### src/rtl/cmdfe_pkg.sv
package cmdfe_pkg;
  localparam int CMD_W     = 16;
  localparam int OP_MSB    = 15;
  localparam int OP_LSB    = 12;
  localparam int AFLAG_BIT = 11;
  localparam int REG_SEL_W = 3;
  localparam int CTL_W     = CMD_W - 1;
  localparam int NUM_BANKS = 2;

  localparam logic [CTL_W-1:0] CTL_RST = CTL_W'(1);

  typedef enum logic [3:0] {
    OP_NOP    = 4'h0,
    OP_SEL_FG = 4'h1,
    OP_SEL_BG = 4'h2,
    OP_LOAD   = 4'h3,
    OP_ACCESS = 4'h4
  } op_e;

  typedef enum logic [1:0] {
    PND_IDLE = 2'd0,
    PND_ADDR = 2'd1,
    PND_LOAD = 2'd2
  } pend_e;

  localparam logic [REG_SEL_W-1:0] RG_CTL = 3'd0;
  localparam logic [REG_SEL_W-1:0] RG_SEG = 3'd1;
  localparam logic [REG_SEL_W-1:0] RG_ADR = 3'd2;
  localparam logic [REG_SEL_W-1:0] RG_MSK = 3'd3;
  localparam logic [REG_SEL_W-1:0] RG_SRC = 3'd4;
  localparam logic [REG_SEL_W-1:0] RG_DST = 3'd5;

  localparam logic [1:0] STEP_INC = 2'b01;
  localparam logic [1:0] STEP_DEC = 2'b10;
endpackage

### src/rtl/cmd_decode.sv
module cmd_decode
  import cmdfe_pkg::*;
#(
  parameter int ADDR_W = 10
) (
  input  logic                 clk,
  input  logic                 rst_n,
  input  logic                 cmd_valid_i,
  input  logic [CMD_W-1:0]     cmd_data_i,
  output logic                 sel_fg_o,
  output logic                 sel_bg_o,
  output logic                 reg_we_o,
  output logic [REG_SEL_W-1:0] reg_sel_o,
  output logic [CMD_W-1:0]     reg_wdata_o,
  output logic                 soft_rst_o,
  output logic                 acc_now_o,
  output logic                 acc_ld_o,
  output logic [ADDR_W-1:0]    ld_addr_o,
  output logic                 pend_busy_o
);

  pend_e                pend_q, pend_d;
  logic [REG_SEL_W-1:0] preg_q, preg_d;
  op_e                  op;

  assign op = op_e'(cmd_data_i[OP_MSB:OP_LSB]);

  always_comb begin
    pend_d     = pend_q;
    preg_d     = preg_q;
    sel_fg_o   = 1'b0;
    sel_bg_o   = 1'b0;
    reg_we_o   = 1'b0;
    soft_rst_o = 1'b0;
    acc_now_o  = 1'b0;
    acc_ld_o   = 1'b0;
    if (cmd_valid_i) begin
      unique case (pend_q)
        PND_ADDR: begin
          acc_ld_o = 1'b1;
          pend_d   = PND_IDLE;
        end
        PND_LOAD: begin
          pend_d = PND_IDLE;
          if (preg_q == RG_CTL && !cmd_data_i[CMD_W-1]) soft_rst_o = 1'b1;
          else                                           reg_we_o   = 1'b1;
        end
        default: begin
          case (op)
            OP_SEL_FG: sel_fg_o = 1'b1;
            OP_SEL_BG: sel_bg_o = 1'b1;
            OP_LOAD: begin
              pend_d = PND_LOAD;
              preg_d = cmd_data_i[REG_SEL_W-1:0];
            end
            OP_ACCESS: begin
              if (cmd_data_i[AFLAG_BIT]) pend_d    = PND_ADDR;
              else                       acc_now_o = 1'b1;
            end
            default: ;
          endcase
        end
      endcase
    end
  end

  always_ff @(posedge clk or negedge rst_n) begin
    if (!rst_n) begin
      pend_q <= PND_IDLE;
      preg_q <= '0;
    end else if (cmd_valid_i) begin
      pend_q <= pend_d;
      preg_q <= preg_d;
    end
  end

  assign reg_sel_o   = preg_q;
  assign reg_wdata_o = cmd_data_i;
  assign ld_addr_o   = cmd_data_i[ADDR_W-1:0];
  assign pend_busy_o = (pend_q != PND_IDLE);

endmodule

### src/rtl/addr_stepper.sv
module addr_stepper
  import cmdfe_pkg::*;
#(
  parameter int ADDR_W = 10
) (
  input  logic [ADDR_W-1:0] addr_i,
  input  logic [1:0]        mode_i,
  output logic [ADDR_W-1:0] addr_o
);

  always_comb begin
    unique case (mode_i)
      STEP_INC: addr_o = addr_i + ADDR_W'(1);
      STEP_DEC: addr_o = addr_i - ADDR_W'(1);
      default:  addr_o = addr_i;
    endcase
  end

endmodule

### src/rtl/cfg_bank.sv
module cfg_bank
  import cmdfe_pkg::*;
#(
  parameter int ADDR_W = 10
) (
  input  logic                 clk,
  input  logic                 rst_n,
  input  logic                 clr_i,
  input  logic                 wr_en_i,
  input  logic [REG_SEL_W-1:0] wr_sel_i,
  input  logic [CMD_W-1:0]     wr_data_i,
  input  logic                 step_en_i,
  input  logic [ADDR_W-1:0]    step_val_i,
  output logic [CTL_W-1:0]     ctl_o,
  output logic [CMD_W-1:0]     seg_o,
  output logic [ADDR_W-1:0]    adr_o,
  output logic [CMD_W-1:0]     msk_o,
  output logic [CMD_W-1:0]     src_o,
  output logic [CMD_W-1:0]     dst_o
);

  logic [CTL_W-1:0]  ctl_q, ctl_d;
  logic [CMD_W-1:0]  seg_q, seg_d, msk_q, msk_d, src_q, src_d, dst_q, dst_d;
  logic [ADDR_W-1:0] adr_q, adr_d;
  logic              upd;

  assign upd = clr_i | wr_en_i | step_en_i;

  always_comb begin
    ctl_d = ctl_q;
    seg_d = seg_q;
    adr_d = adr_q;
    msk_d = msk_q;
    src_d = src_q;
    dst_d = dst_q;
    if (clr_i) begin
      ctl_d = CTL_RST;
      seg_d = '0;
      adr_d = '0;
      msk_d = '0;
      src_d = '0;
      dst_d = '0;
    end else begin
      if (wr_en_i) begin
        case (wr_sel_i)
          RG_CTL:  ctl_d = wr_data_i[CTL_W-1:0];
          RG_SEG:  seg_d = wr_data_i;
          RG_ADR:  adr_d = wr_data_i[ADDR_W-1:0];
          RG_MSK:  msk_d = wr_data_i;
          RG_SRC:  src_d = wr_data_i;
          RG_DST:  dst_d = wr_data_i;
          default: ;
        endcase
      end
      if (step_en_i) adr_d = step_val_i;
    end
  end

  always_ff @(posedge clk or negedge rst_n) begin
    if (!rst_n) begin
      ctl_q <= CTL_RST;
      seg_q <= '0;
      adr_q <= '0;
      msk_q <= '0;
      src_q <= '0;
      dst_q <= '0;
    end else if (upd) begin
      ctl_q <= ctl_d;
      seg_q <= seg_d;
      adr_q <= adr_d;
      msk_q <= msk_d;
      src_q <= src_d;
      dst_q <= dst_d;
    end
  end

  assign ctl_o = ctl_q;
  assign seg_o = seg_q;
  assign adr_o = adr_q;
  assign msk_o = msk_q;
  assign src_o = src_q;
  assign dst_o = dst_q;

endmodule

### src/rtl/dual_bank_cmd_ctrl.sv
module dual_bank_cmd_ctrl
  import cmdfe_pkg::*;
#(
  parameter int ADDR_W = 10
) (
  input  logic                 clk,
  input  logic                 rst_n,
  input  logic                 cmd_valid,
  input  logic [CMD_W-1:0]     cmd_data,
  input  logic [REG_SEL_W-1:0] rd_sel,
  output logic [CMD_W-1:0]     rd_data,
  output logic                 active_bank,
  output logic                 mem_acc,
  output logic [ADDR_W-1:0]    mem_addr,
  output logic                 cmp_trig,
  output logic                 dev_rst
);

  localparam int PAD_W = CMD_W - ADDR_W;

  logic [1:0] rst_sync_q;
  logic       rst_int_n;

  always_ff @(posedge clk or negedge rst_n) begin
    if (!rst_n) rst_sync_q <= '0;
    else        rst_sync_q <= {rst_sync_q[0], 1'b1};
  end
  assign rst_int_n = rst_sync_q[1];

  logic                 sel_fg, sel_bg, reg_we, soft_rst, acc_now, acc_ld, pend_busy;
  logic [REG_SEL_W-1:0] reg_sel;
  logic [CMD_W-1:0]     reg_wdata;
  logic [ADDR_W-1:0]    ld_addr;

  cmd_decode #(.ADDR_W(ADDR_W)) u_dec (
    .clk         (clk),
    .rst_n       (rst_int_n),
    .cmd_valid_i (cmd_valid),
    .cmd_data_i  (cmd_data),
    .sel_fg_o    (sel_fg),
    .sel_bg_o    (sel_bg),
    .reg_we_o    (reg_we),
    .reg_sel_o   (reg_sel),
    .reg_wdata_o (reg_wdata),
    .soft_rst_o  (soft_rst),
    .acc_now_o   (acc_now),
    .acc_ld_o    (acc_ld),
    .ld_addr_o   (ld_addr),
    .pend_busy_o (pend_busy)
  );

  logic bank_q, bank_d;

  always_comb begin
    bank_d = bank_q;
    if (soft_rst)    bank_d = 1'b0;
    else if (sel_fg) bank_d = 1'b0;
    else if (sel_bg) bank_d = 1'b1;
  end

  always_ff @(posedge clk or negedge rst_int_n) begin
    if (!rst_int_n) bank_q <= 1'b0;
    else            bank_q <= bank_d;
  end

  logic [CTL_W-1:0]  ctl_w [NUM_BANKS];
  logic [CMD_W-1:0]  seg_w [NUM_BANKS];
  logic [ADDR_W-1:0] adr_w [NUM_BANKS];
  logic [CMD_W-1:0]  msk_w [NUM_BANKS];
  logic [CMD_W-1:0]  src_w [NUM_BANKS];
  logic [CMD_W-1:0]  dst_w [NUM_BANKS];

  logic              acc_any;
  logic [ADDR_W-1:0] acc_base, acc_next;

  assign acc_any  = acc_now | acc_ld;
  assign acc_base = acc_ld ? ld_addr : adr_w[bank_q];

  addr_stepper #(.ADDR_W(ADDR_W)) u_step (
    .addr_i (acc_base),
    .mode_i (ctl_w[bank_q][3:2]),
    .addr_o (acc_next)
  );

  for (genvar g = 0; g < NUM_BANKS; g++) begin : g_bank
    logic live;
    assign live = (bank_q == 1'(g));
    cfg_bank #(.ADDR_W(ADDR_W)) u_bank (
      .clk        (clk),
      .rst_n      (rst_int_n),
      .clr_i      (soft_rst),
      .wr_en_i    (reg_we & live),
      .wr_sel_i   (reg_sel),
      .wr_data_i  (reg_wdata),
      .step_en_i  (acc_any & live),
      .step_val_i (acc_next),
      .ctl_o      (ctl_w[g]),
      .seg_o      (seg_w[g]),
      .adr_o      (adr_w[g]),
      .msk_o      (msk_w[g]),
      .src_o      (src_w[g]),
      .dst_o      (dst_w[g])
    );
  end

  logic              acc_q, cmp_q, rst_q;
  logic [ADDR_W-1:0] addr_q;
  logic              cmp_d;

  assign cmp_d = reg_we & (reg_sel == RG_CTL);

  always_ff @(posedge clk or negedge rst_int_n) begin
    if (!rst_int_n) begin
      acc_q <= 1'b0;
      cmp_q <= 1'b0;
      rst_q <= 1'b0;
    end else begin
      acc_q <= acc_any;
      cmp_q <= cmp_d;
      rst_q <= soft_rst;
    end
  end

  always_ff @(posedge clk or negedge rst_int_n) begin
    if (!rst_int_n)   addr_q <= '0;
    else if (acc_any) addr_q <= acc_base;
  end

  always_comb begin
    case (rd_sel)
      RG_CTL:  rd_data = {1'b0, ctl_w[bank_q]};
      RG_SEG:  rd_data = seg_w[bank_q];
      RG_ADR:  rd_data = {{PAD_W{1'b0}}, adr_w[bank_q]};
      RG_MSK:  rd_data = msk_w[bank_q];
      RG_SRC:  rd_data = src_w[bank_q];
      RG_DST:  rd_data = dst_w[bank_q];
      default: rd_data = '0;
    endcase
  end

  assign active_bank = bank_q;
  assign mem_acc     = acc_q;
  assign mem_addr    = addr_q;
  assign cmp_trig    = cmp_q;
  assign dev_rst     = rst_q;

endmodule

### config.mk
export PLATFORM = sky130hd
export DESIGN_NAME = dual_bank_cmd_ctrl
export DESIGN_NICKNAME = d
export VERILOG_FILES = /design/src/rtl/cmdfe_pkg.sv /design/src/rtl/cmd_decode.sv /design/src/rtl/addr_stepper.sv /design/src/rtl/cfg_bank.sv /design/src/rtl/dual_bank_cmd_ctrl.sv
export SDC_FILE = /design/constraint.sdc
export NUM_CORES = 1
export LEC_CHECK = 0
export ABC_AREA = 1
export BUFFER_PORTS_ARGS = -buffer_cell sky130_fd_sc_hd__buf_2
export CORE_AREA = 3 3 129 131
export DETAILED_ROUTE_END_ITERATION = 8
export DIE_AREA = 0 0 132 134
export GPL_TIMING_DRIVEN = 1
export HOLD_SLACK_MARGIN = 0.15
export PLACE_DENSITY = 0.81
export SETUP_SLACK_MARGIN = 0.5
export SYNTH_ARGS = -nofsm -noshare
export SYNTH_HDL_FRONTEND = slang
export SYNTH_SLANG_ARGS = --single-unit
### constraint.sdc
create_clock -name clk -period 16.6 [get_ports clk]
set_input_delay 0.83 -clock clk [delete_from_list [all_inputs] [get_ports clk]]
set_output_delay 0.83 -clock clk [all_outputs]
set_load 0.05 [all_outputs]
==> results of run 1 <==
-- stage by stage --
step                std cells  setup slack [ns]
CTS                      1482             12.79
finish                   1482             12.75
detailed placement       1450             12.88
global route             1482             12.48
global placement         1450             12.97
floorplan                1248             10.65
-- layer usage --
metal	vias to the layer above	wire, um	global-route usage
met1	4173	11300	0.429
met5	-	0	0
met4	0	1220	0.159
met2	416	12000	0.487
li1	4099	-	-
met3	91	2160	0.0585
-- how the worst max path moves through the flow --
stage / slack (ns) / end / cells past startpoint
2_1_floorplan: 10.65 / active_bank / 0
4_1_cts: 12.79 / rd_data[2] / 6
5_1_grt: 12.48 / g_bank[0].u_bank.adr_o[6] / 13
3_3_place_gp: 12.97 / g_bank[1].u_bank.adr_o[9] / 14
3_5_place_dp: 12.88 / g_bank[0].u_bank.adr_o[6] / 13
6_report: 12.75 / rd_data[2] / 6
-- logic make-up (layout without fill, tap and decap cells) --
family                     Yosys count  after routing  share of synthesized area
xor gates and xnor gates             5              5                    0.00445
muxes                                7              7                    0.00776
and+or+nand+nor                    597            597                      0.244
adders and majority gates           12             12                     0.0160
buffers and inverters              140            158                     0.0588
DFF                                199            199                      0.507
AOI/OAI and AO/OA                  287            287                      0.162
other                                1              1                   0.000381
-- cell type report --
| type | count | share of cell area |
|---|---|---|
| multi-input combinational | 909 | 0.399 |
| clock buffer | 21 | 0.0438 |
| inverter | 67 | 0.0235 |
| clock inverter | 11 | 0.0147 |
| sequential | 199 | 0.464 |
| timing repair buffer | 59 | 0.0294 |
| tap | 216 | 0.0252 |
-- power breakdown --
part           switching, uW  internal [uW]  total [uW]
Sequential               114            688         802
Clock                    190            253         442
Combinational            595            272         867
-- sequential cells by signal, indices dropped and copies added (netlist names), 2 cells and up --
name                 cells
rst_sync_q               2
g_bank.u_bank.seg_o     32
g_bank.u_bank.adr_o     20
u_dec.reg_sel_o          3
g_bank.u_bank.dst_o     32
g_bank.u_bank.ctl_o     30
g_bank.u_bank.src_o     32
mem_addr                10
g_bank.u_bank.msk_o     32
u_dec.pend_q             2
-- cells in the final DEF, fill, tap and decap left out, types with 4 or more instances in the layout --
| cell | Yosys | final |
|---|---|---|
| sky130_fd_sc_hd__nand2_1 | 503 | 503 |
| sky130_fd_sc_hd__o21ai_0 | 195 | 195 |
| sky130_fd_sc_hd__dfrtp_1 | 197 | 195 |
| sky130_fd_sc_hd__inv_1 | 61 | 60 |
| sky130_fd_sc_hd__buf_2 | 23 | 51 |
| sky130_fd_sc_hd__nand3_1 | 32 | 32 |
| sky130_fd_sc_hd__a21oi_1 | 32 | 32 |
| sky130_fd_sc_hd__nor2_1 | 29 | 29 |
| sky130_fd_sc_hd__clkbuf_16 | 0 | 17 |
| sky130_fd_sc_hd__o2111ai_1 | 13 | 13 |
| sky130_fd_sc_hd__ha_1 | 11 | 11 |
| sky130_fd_sc_hd__a221oi_1 | 10 | 10 |
| sky130_fd_sc_hd__o21ai_1 | 10 | 10 |
| sky130_fd_sc_hd__a22oi_1 | 8 | 8 |
| sky130_fd_sc_hd__buf_4 | 0 | 8 |
| sky130_fd_sc_hd__or2_2 | 7 | 7 |
| sky130_fd_sc_hd__nor3_2 | 2 | 5 |
| sky130_fd_sc_hd__mux2i_1 | 5 | 5 |
| sky130_fd_sc_hd__o31ai_1 | 5 | 5 |
| sky130_fd_sc_hd__inv_2 | 3 | 4 |
| sky130_fd_sc_hd__inv_6 | 0 | 4 |
==> results.txt, run 1 <==
----------------------------------------------------
[Run status]
  Outcome ... completed

[CTS]
  Clock root buffer ... sky130_fd_sc_hd__clkbuf_16
  Setup repair bufs after CTS ... 0
  Latest clock arrival within the worst-skew pair ... 0.44 ns
  Number of hold buffers added after cts ... 0
  CTS Buf Count ... 17
  Clock tree from TritonCTS ... yes
  Sink Count ... 199
  Resized cells post-CTS ... 0
  Number of H-tree levels ... 4
  Clock transition at the registers of the reported paths ... 0.07 ns
  Buffers from clock root to sink, at most ... 2

[Place]
  Port Buf Inserts ... 51
  Post-detailed-placement cell area ... 10,100 um^2
  Placed wire-length estimate after detailed placement ... 17.0 mm
  Routability congestion estimate from global placement ... 0.969

[Critical path]
  Source of the critical timing path ... active_bank
  Crit path kind ... register to output pin
  Worst reg2reg path endpoint ... g_bank[1].u_bank.adr_o[9]
  Buffers and inverters on the worst path ... 2
  Most frequent cell on the critical path ... sky130_fd_sc_hd__nand2_1
  Worst setup slack for register-to-register paths ... 12.84 ns
  CP arrival ... 3.02 ns
  Cells along the critical path ... buf_4, o21ai_0, nand2_1, nand2_1, or4_1, buf_2
  Capturing element type of the critical path ... output pin
  Nature of the critical path startpoint ... register
  Critical path peak fanout ... 90
  Length in cells of the worst reg-to-reg path ... 14
  Max stage delay cell, worst path ... sky130_fd_sc_hd__buf_4
  Critical R2R Launch ... active_bank
  Kind of cell adding the most delay to the critical path ... buffers and inverters
  Delay contributed by the slowest stage of the critical path ... 0.80 ns
  Required @ worst endpoint ... 15.77 ns

[Detailed routing]
  DRC marker count from the first detailed-route iteration ... 1,033
  Wirelength per Cell ... 18.0 um
  Antenna Nets Post-Route ... 0
  Number of vias per cell after detailed routing ... 5.92
  Number of DRC violations after detailed routing ... 0
  Detailed Route WL ... 26.6 mm
  Number of vias after detailed routing ... 8,779
  First-pass detailed-route iteration total ... 7

[Die]
  Area of the core region ... 15,700 um^2
  Area of the die ... 17,700 um^2
  Width of the die ... 132 um
  Row Count ... 46
  Vertical die dimension ... 134 um
  Effective utilization at floorplan ... 0.626
  I/O pin count ... 52

[Final layout]
  Final Util ... 0.684
  Number of fillers in the final layout ... 1,306
  # diodes ... 0
  Multi-input combinational cell area ... 4290 um^2
  Sequential cell area ... 4990 um^2
  Total non-filler cell area in the finished layout ... 10,700 um^2
  Fraction of layout instances using a drive strength above 1 ... 0.0972
  Final #Nets ... 1,287
  Area Growth Syn to Fin ... 9.24%

[Synth]
  Synth Instances ... 1,248
  Synth warnings ... 0
  Most area-hungry cell type in the Yosys netlist ... sky130_fd_sc_hd__dfrtp_1
  Mapped Area ... 9830 um^2
  Total nets after synthesis ... 1,282
  Top flip-flop cell by instance count after synthesis ... sky130_fd_sc_hd__dfrtp_1
  Avg Synthesized Cell Area ... 7.88 um^2
  Leading cell types by count after synthesis ... sky130_fd_sc_hd__nand2_1 (503), sky130_fd_sc_hd__dfrtp_1 (197), sky130_fd_sc_hd__o21ai_0 (195)
  Number of synthesized flops with an enable pin ... 0
  Sequential area share after synthesis ... 0.507
  Most used standard cell by instance count after synthesis ... sky130_fd_sc_hd__nand2_1
  Area share of the leading cell type in the synthesized netlist ... 0.501
  Async set-or-reset flop fraction in the synthesized netlist ... 1.00
  Number of unique standard cell types used by synthesis ... 51
  Cell types occupying the most area after synthesis ... sky130_fd_sc_hd__dfrtp_1 (50%), sky130_fd_sc_hd__nand2_1 (19%), sky130_fd_sc_hd__o21ai_0 (9.9%)
  Flops & latches, synth ... 199

[Timing]
  Slew headroom ... 0.195
  Endpoints failing hold ... 0
  Period minus WS final ... 3.85 ns
  Tightest hold margin ... 0.159 ns
  Post-route clock period utilization ... 0.232
  Maximum clock skew at final layout ... 0.0124 ns
  RSZ-0062 raised after global routing ... false
  Highest clock rate ... 260 MHz
  Slew of the pin with the lowest slew margin ... 1.20 ns
  Number of slew-limit violations in the final report ... 0
  Final-report setup violation count ... 0
  Setup_tns ... 0 ns

[Min path]
  Kind of path behind the tightest hold check ... primary input to async pin

[Power]
  Cell area power density ... 197 nW/um^2
  Peak VDD IR ... 0.111 mV
  Total design power ... 2110 uW
  Static Leak ... 0.00532 uW

[GRT]
  Initial antenna violation count ... 0
  Overall global routing resource usage ... 0.314
  Via count of the first global-routing pass ... 8,418
  Maximum number of pins on one net before global-route repair ... 91
  Total congestion overflow after global routing ... 0
  Global-route wire length before repair ... 43.9 mm

[Job]
  Max Cap Violations ... 0

----------------------------------------------------
Power figures use the tool's default switching activity.
==> run 2: changes to the inputs <==
- ABC_AREA: 1 -> 0
- CORE_AREA: 3 3 129 131 -> 3 3 131 133
- DIE_AREA: 0 0 132 134 -> 0 0 134 136
- PLACE_DENSITY: 0.81 -> 0.79
- clock period: 16.6 -> 3.6 ns (I/O delays scaled with it)
==> run 2 against run 1 <==
Final cell count fell by 13%; global-route usage fell by 1.8 points; final area increased by 3.6%; first-iteration DRC count decreased by 31%; register-to-register slack worse by 12 ns; sequential cell count stayed put; utilization is 1.5 points higher; largest power group is now registers; largest cell class unchanged; critical path depth increased by 3; highest routed layer unchanged.
==> results.txt, run 2 <==
----------------------------------------------------
[Die]
  Area of the core region ... 15,900 um^2 (+1.5%)
  Effective utilization at floorplan ... 0.614 (-0.0117)
  I/O pin count ... 52 (unchanged)
  Vertical die dimension ... 136 um (+1.5%)
  Width of the die ... 134 um (+1.5%)
  Row Count ... 46 (unchanged)
  Area of the die ... 18,200 um^2 (+3.0%)

[Final layout]
  Fraction of layout instances using a drive strength above 1 ... 0.153 (+0.0559)
  Multi-input combinational cell area ... 4600 um^2 (+7.4%)
  Final #Nets ... 1,099 (-15%)
  Final Util ... 0.698 (+0.0146)
  Commonest cells after routing, fill and taps aside ... sky130_fd_sc_hd__nand2_1 (210), sky130_fd_sc_hd__dfrtp_1 (195), sky130_fd_sc_hd__o21ai_0 (180)
  Sequential cell area ... 4990 um^2 (about the same)
  Most frequent standard cell in the layout excluding fill and tap cells ... sky130_fd_sc_hd__nand2_1
  Number of fillers in the final layout ... 1,199 (-8.2%)
  # diodes ... 0 (unchanged)
  Area Growth Syn to Fin ... 13.7%
  Total non-filler cell area in the finished layout ... 11,100 um^2 (+3.6%)

[Detailed routing]
  DRC marker count from the first detailed-route iteration ... 715 (-31%)
  Number of vias per cell after detailed routing ... 6.17 (+4.1%)
  First-pass detailed-route iteration total ... 5 (-2)
  Detailed Route WL ... 26.3 mm (-1.3%)
  Wirelength per Cell ... 20.3 um (+13%)
  Antenna Nets Post-Route ... 0 (unchanged)
  Number of vias after detailed routing ... 7,981 (-9.1%)
  Number of DRC violations after detailed routing ... 0 (unchanged)

[CTS]
  Number of H-tree levels ... 4 (unchanged)
  Sink Count ... 199 (unchanged)
  Clock root buffer ... sky130_fd_sc_hd__clkbuf_16
  Buffers from clock root to sink, at most ... 2 (unchanged)
  Latest clock arrival within the worst-skew pair ... 0.44 ns (about the same)
  CTS Buf Count ... 17 (unchanged)
  Clock tree from TritonCTS ... yes
  Clock transition at the registers of the reported paths ... 0.07 ns (about the same)

[Timing]
  Number of slew-limit violations in the final report ... 0 (unchanged)
  Endpoints failing hold ... 0 (unchanged)
  Final-report setup violation count ... 0 (unchanged)
  Setup slack after layout ... 0.527 ns (-12.22 ns)
  Tightest hold margin ... 0.169 ns (+0.0102 ns)
  Maximum clock skew at final layout ... 0.00819 ns (-0.00419 ns)
  Slew headroom ... 0.199 (+0.00407)
  Post-route clock period utilization ... 0.854
  Period minus WS final ... 3.07 ns
  Setup_tns ... 0 ns (unchanged)
  Slew of the pin with the lowest slew margin ... 1.20 ns (-0.00319 ns)
  Highest clock rate ... 325 MHz
  RSZ-0062 raised after global routing ... true

[Critical path]
  Capturing element type of the critical path ... register
  Kind of cell adding the most delay to the critical path ... simple AND/OR/NAND/NOR gates
  Crit path kind ... register to register
  Delay contributed by the slowest stage of the critical path ... 0.56 ns (-0.24 ns)
  Cells along the critical path ... buf_4, mux2_4, ha_4, buf_2, ha_2, or4_4, o21ai_1, or4b_4, a22oi_1
  Critical path peak fanout ... 8 (-91%)
  Required @ worst endpoint ... 3.96 ns (-11.81 ns)
  Worst setup slack for register-to-register paths ... 0.53 ns (-12.31 ns)
  Buffers and inverters on the worst path ... 2 (unchanged)
  Max stage delay cell, worst path ... sky130_fd_sc_hd__or4_4
  CP arrival ... 3.43 ns (+0.41 ns)
  Nature of the critical path startpoint ... register

[Synth]
  Async set-or-reset flop fraction in the synthesized netlist ... 1.00 (unchanged)
  Avg Synthesized Cell Area ... 9.54 um^2 (+21%)
  Number of unique standard cell types used by synthesis ... 70 (+37%)
  Flops & latches, synth ... 199 (unchanged)
  Synth Instances ... 1,026 (-18%)
  Area share of the leading cell type in the synthesized netlist ... 0.504 (+0.00218)
  Synth warnings ... 0 (unchanged)
  Most area-hungry cell type in the Yosys netlist ... sky130_fd_sc_hd__dfrtp_1
  Top flip-flop cell by instance count after synthesis ... sky130_fd_sc_hd__dfrtp_1
  Leading cell types by count after synthesis ... sky130_fd_sc_hd__nand2_1 (210), sky130_fd_sc_hd__dfrtp_1 (197), sky130_fd_sc_hd__o21ai_0 (184)
  Number of synthesized flops with an enable pin ... 0 (unchanged)
  Cell types occupying the most area after synthesis ... sky130_fd_sc_hd__dfrtp_1 (50%), sky130_fd_sc_hd__o21ai_0 (9.4%), sky130_fd_sc_hd__mux2i_1 (9.3%)
  Most used standard cell by instance count after synthesis ... sky130_fd_sc_hd__nand2_1
  Mapped Area ... 9790 um^2 (-0.43%)
  Sequential area share after synthesis ... 0.509 (+0.00220)
  Total nets after synthesis ... 1,060 (-17%)

[GRT]
  Maximum number of pins on one net before global-route repair ... 99 (+8.8%)
  Initial antenna violation count ... 0 (unchanged)
  Global-route wire length before repair ... 41.9 mm (-4.5%)
  Total congestion overflow after global routing ... 0 (unchanged)
  Via count of the first global-routing pass ... 7,894 (-6.2%)
  Overall global routing resource usage ... 0.296 (-0.0175)

[Run status]
  Outcome ... completed

[Power]
  Cell area power density ... 811 nW/um^2 (+310%)
  Peak VDD IR ... 0.474 mV (+330%)
  Static Leak ... 0.00545 uW (+2.4%)

[Place]
  Worst setup slack before clock tree synthesis ... 0.370 ns (-12.51 ns)
  Placed wire-length estimate after detailed placement ... 16.4 mm (-3.7%)
  Routability congestion estimate from global placement ... 0.943 (-2.7%)
  Port Buf Inserts ... 51 (unchanged)
  Post-detailed-placement cell area ... 10,200 um^2 (+1.3%)

[Min path]
  Kind of path behind the tightest hold check ... primary input to register

[Job]
  Max Cap Violations ... 0 (unchanged)

----------------------------------------------------
run 2: cell count changes after synthesis, sizes merged, moves of 26 or more:
cell   before  now
nand2     508  211
mux2i       5   92
inv        64   11
nand3      32    5
o22ai       3   29
run 2: final timing paths:
path / from / endpoint / cells after the start
min in group asynchronous: rst_sync_q[1] / active_bank / 0
hold reg to reg: rst_sync_q[1] / active_bank / 0
hold / removal: cmd_data[3] / g_bank[1].u_bank.adr_o[3] / 3
setup reg to reg: active_bank / g_bank[0].u_bank.adr_o[5] / 9
max in group asynchronous: rst_sync_q[1] / g_bank[0].u_bank.adr_o[9] / 1
setup / recovery: active_bank / g_bank[0].u_bank.adr_o[5] / 9
run 2: stage by stage:
step	std cells	total power, uW
6_report	1294	9030
4_1_cts	1283	8860
2_1_floorplan	1026	6080
5_1_grt	1294	9600
3_3_place_gp	1238	6730
3_5_place_dp	1238	6870
run 2: worst reg2reg max path, cell delays in order (launching register included):
cell,delay [ns]
sky130_fd_sc_hd__dfrtp_4,0.49
sky130_fd_sc_hd__buf_4,0.18
sky130_fd_sc_hd__mux2_4,0.32
sky130_fd_sc_hd__ha_4,0.22
sky130_fd_sc_hd__buf_2,0.19
sky130_fd_sc_hd__ha_2,0.21
sky130_fd_sc_hd__or4_4,0.56
sky130_fd_sc_hd__o21ai_1,0.17
sky130_fd_sc_hd__or4b_4,0.48
sky130_fd_sc_hd__a22oi_1,0.16
run 2: logic make-up (layout without fill, tap and decap cells):
| family | count (synthesis) | in the layout | share of synthesized area |
|---|---|---|---|
| AO/OA/AOI/OAI | 296 | 296 | 0.175 |
| XOR/XNOR | 6 | 6 | 0.00537 |
| adder cells (fa/ha/maj) | 12 | 12 | 0.0161 |
| buffers and inverters | 84 | 136 | 0.0349 |
| flip-flops | 199 | 199 | 0.509 |
| multiplexers | 109 | 109 | 0.114 |
| other | 1 | 1 | 0.000383 |
| AND/OR/NAND/NOR | 319 | 319 | 0.146 |
run 2: cell type report:
class	instances	area share
clock inverters	12	0.0127
well taps	216	0.0243
clock buffers	20	0.0410
multi-input cells	743	0.414
flip-flops and latches	199	0.448
inverters	12	0.00405
repair buffers	92	0.0561
run 2: report_power, final:
group | leakage [uW] | internal [uW] | switching [uW]
registers | 0.00265 | 3100 | 510
clock network | 0.000299 | 1080 | 868
logic | 0.00250 | 1380 | 2090
run 2: routing by layer:
metal	vias to the layer above	wire length, um	track usage
met4	0	654	0.0960
met5	-	0	0
li1	3700	-	-
met1	3872	11200	0.414
met3	65	1910	0.0548
met2	344	12500	0.475
run 2: timing repair:
item,in CTS,in global routing
buffers inserted,4,11
pin swaps,0,1
hold endpoints to repair,12,0
resized for setup,3,15
hold buffers,9,0
endpoints found under the setup margin,4,6
==> run 3: changes to the inputs <==
--- a/config.mk
+++ b/config.mk
@@ -14,5 +14,4 @@
 export HOLD_SLACK_MARGIN = 0.15
 export PLACE_DENSITY = 0.79
-export SETUP_SLACK_MARGIN = 0.5
 export SYNTH_ARGS = -nofsm -noshare
 export SYNTH_HDL_FRONTEND = slang
==> constraint.sdc (replaced) <==
create_clock -name clk -period 3.6 [get_ports clk]
set_input_delay 0.36 -clock clk [delete_from_list [all_inputs] [get_ports clk]]
set_output_delay 0.36 -clock clk [all_outputs]
set_load 0.05 [all_outputs]
==> run 3 against run 2 <==
Combinational power fell by 7.2%; non-clock buffer count shrank 16; fmax is 8.7% lower; critical path depth down 3; via count shrank 1.4%; global-route usage shrank 0.37 points; count of clock-buffer cells in the layout grew 1; worst hold slack better by 0.057 ns; die area unchanged; clock power about the same; routed wire length fell by 3.2%; register-to-register slack got worse by 0.17 ns; critical endpoint is now rd_data[2]; largest power group unchanged; highest routed layer unchanged.
==> results.txt, run 3 (synthesis results as in run 2) <==
----------------------------------------------------
[Run status]
  Outcome ... completed

[CTS]
  Sink Count ... 199 (unchanged)
  Clock transition at the registers of the reported paths ... 0.07 ns (about the same)
  CTS Buf Count ... 17 (unchanged)
  Clock root buffer ... sky130_fd_sc_hd__clkbuf_16
  Latest clock arrival within the worst-skew pair ... 0.44 ns (about the same)
  Buffers from clock root to sink, at most ... 2 (unchanged)
  Clock tree from TritonCTS ... yes
  Number of H-tree levels ... 4 (unchanged)

[Timing]
  Endpoints failing hold ... 0 (unchanged)
  Setup slack after layout ... 0.233 ns (-0.294 ns)
  Post-route clock period utilization ... 0.935 (+0.0817)
  Highest clock rate ... 297 MHz (-8.7%)
  Maximum clock skew at final layout ... 0.00755 ns (-0.000635 ns)
  Setup_tns ... 0 ns (unchanged)
  Final-report setup violation count ... 0 (unchanged)
  Tightest hold margin ... 0.226 ns (+0.0575 ns)
  Period minus WS final ... 3.37 ns (+0.294 ns)
  RSZ-0062 raised after global routing ... false
  Slew headroom ... 0.176 (-0.0229)
  Number of slew-limit violations in the final report ... 0 (unchanged)
  Slew of the pin with the lowest slew margin ... 1.24 ns (+0.0344 ns)

[GRT]
  Initial antenna violation count ... 0 (unchanged)
  Overall global routing resource usage ... 0.293 (-0.00372)
  Total congestion overflow after global routing ... 0 (unchanged)
  Via count of the first global-routing pass ... 7,642 (-3.2%)
  Global-route wire length before repair ... 41.5 mm (-0.95%)
  Maximum number of pins on one net before global-route repair ... 69 (-30%)

[Place]
  Worst setup slack before clock tree synthesis ... 0.339 ns (-0.0305 ns)
  Placed wire-length estimate after detailed placement ... 16.7 mm (+2.0%)
  Port Buf Inserts ... 51 (unchanged)
  Routability congestion estimate from global placement ... 0.927 (-1.7%)

[Final layout]
  Fraction of layout instances using a drive strength above 1 ... 0.134 (-0.0194)
  Area Growth Syn to Fin ... 10.9%
  # diodes ... 0 (unchanged)
  Commonest cells after routing, fill and taps aside ... sky130_fd_sc_hd__nand2_1 (210), sky130_fd_sc_hd__dfrtp_1 (195), sky130_fd_sc_hd__o21ai_0 (181)
  Number of fillers in the final layout ... 1,289 (+7.5%)
  Most frequent standard cell in the layout excluding fill and tap cells ... sky130_fd_sc_hd__nand2_1
  Final #Nets ... 1,083 (-1.5%)
  Final Util ... 0.681 (-0.0173)

[Detailed routing]
  Number of DRC violations after detailed routing ... 0 (unchanged)
  Antenna Nets Post-Route ... 0 (unchanged)
  Detailed Route WL ... 25.4 mm (-3.2%)
  DRC marker count from the first detailed-route iteration ... 739 (+3.4%)
  First-pass detailed-route iteration total ... 5 (unchanged)
  Number of vias after detailed routing ... 7,866 (-1.4%)
  Number of vias per cell after detailed routing ... 6.15 (-0.21%)
  Wirelength per Cell ... 19.9 um (-2.0%)

[Critical path]
  Required @ worst endpoint ... 3.24 ns (-0.72 ns)
  Crit path kind ... register to output pin
  Nature of the critical path startpoint ... register
  CP arrival ... 3.01 ns (-0.42 ns)
  Capturing element type of the critical path ... output pin
  Critical path peak fanout ... 39 (+31)

[Power]
  Peak VDD IR ... 0.602 mV (+27%)
  Static Leak ... 0.00537 uW (-1.4%)
  Total design power ... 8800 uW (-2.5%)
  Cell area power density ... 811 nW/um^2 (about the same)

[Die]
  Effective utilization at floorplan ... 0.614 (unchanged)
  Area of the die ... 18,200 um^2 (unchanged)
  Vertical die dimension ... 136 um (unchanged)
  Row Count ... 46 (unchanged)
  I/O pin count ... 52 (unchanged)
  Area of the core region ... 15,900 um^2 (unchanged)
  Width of the die ... 134 um (unchanged)

[Min path]
  Kind of path behind the tightest hold check ... primary input to async pin

[Job]
  Max Cap Violations ... 0 (unchanged)

----------------------------------------------------
==> run 3: final timing paths <==
| path | from | to | slack [ns] | cells past startpoint |
|---|---|---|---|---|
| max | active_bank | rd_data[2] | 0.23 | 6 |
| min | rst_n | rst_sync_q[1] | 0.23 | 2 |
| max reg2reg | active_bank | g_bank[1].u_bank.adr_o[6] | 0.36 | 11 |
| min reg2reg | rst_sync_q[0] | rst_sync_q[1] | 0.36 | 0 |
| max in group asynchronous | rst_sync_q[1] | g_bank[1].u_bank.seg_o[4] | 2.20 | 1 |
| min in group clk | cmd_data[1] | u_dec.reg_sel_o[1] | 0.25 | 3 |
==> run 3: final cells by class <==
class | instances | area, um^2 | area share
inverter | 12 | 45.0 | 0.00415
clock buffer | 21 | 460 | 0.0424
timing repair buffer | 76 | 470 | 0.0433
multi-input combinational | 743 | 4470 | 0.412
clock inverter | 11 | 146 | 0.0135
tap | 216 | 270 | 0.0249
sequential | 199 | 4990 | 0.460
==> run 3: what timing repair did <==
action | in CTS | in global routing
setup endpoints to repair | 0 | 1
resized for setup | 0 | 1
hold buffers | 1 | 0
buffers inserted | 0 | 0
endpoints found under the hold margin | 2 | 0
==> run 3: stage by stage <==
stage / area, um^2 / cells
floorplan: 9790 / 1026
global placement: 10200 / 1245
detailed placement: 10200 / 1245
CTS: 10900 / 1278
global route: 10900 / 1278
finish: 10900 / 1278
==> run 3: power breakdown <==
| part | total (uW) | internal [uW] | leakage (uW) | switching, uW |
|---|---|---|---|---|
| Sequential | 3620 | 3100 | 0.00265 | 517 |
| Clock | 1960 | 1130 | 0.000293 | 831 |
| Combinational | 3220 | 1230 | 0.00242 | 1990 |
| Total | 8800 | 5470 | 0.00537 | 3340 |
==> run 3: layer usage <==
| metal | vias up | routed length (um) | track usage |
|---|---|---|---|
| met5 | - | 0 | 0 |
| met4 | 0 | 602 | 0.100 |
| met3 | 53 | 1450 | 0.0518 |
| met2 | 274 | 12100 | 0.474 |
| met1 | 3867 | 11300 | 0.403 |
| li1 | 3672 | - | - |
==> run 3: critical path, stage by stage, from the launching register on <==
cell and delay [ns]:
sky130_fd_sc_hd__dfrtp_4 0.44, sky130_fd_sc_hd__buf_4 0.29, sky130_fd_sc_hd__buf_4 0.60, sky130_fd_sc_hd__mux2i_1 0.31, sky130_fd_sc_hd__o22ai_1 0.14, sky130_fd_sc_hd__or4_1 0.52, sky130_fd_sc_hd__buf_2 0.25
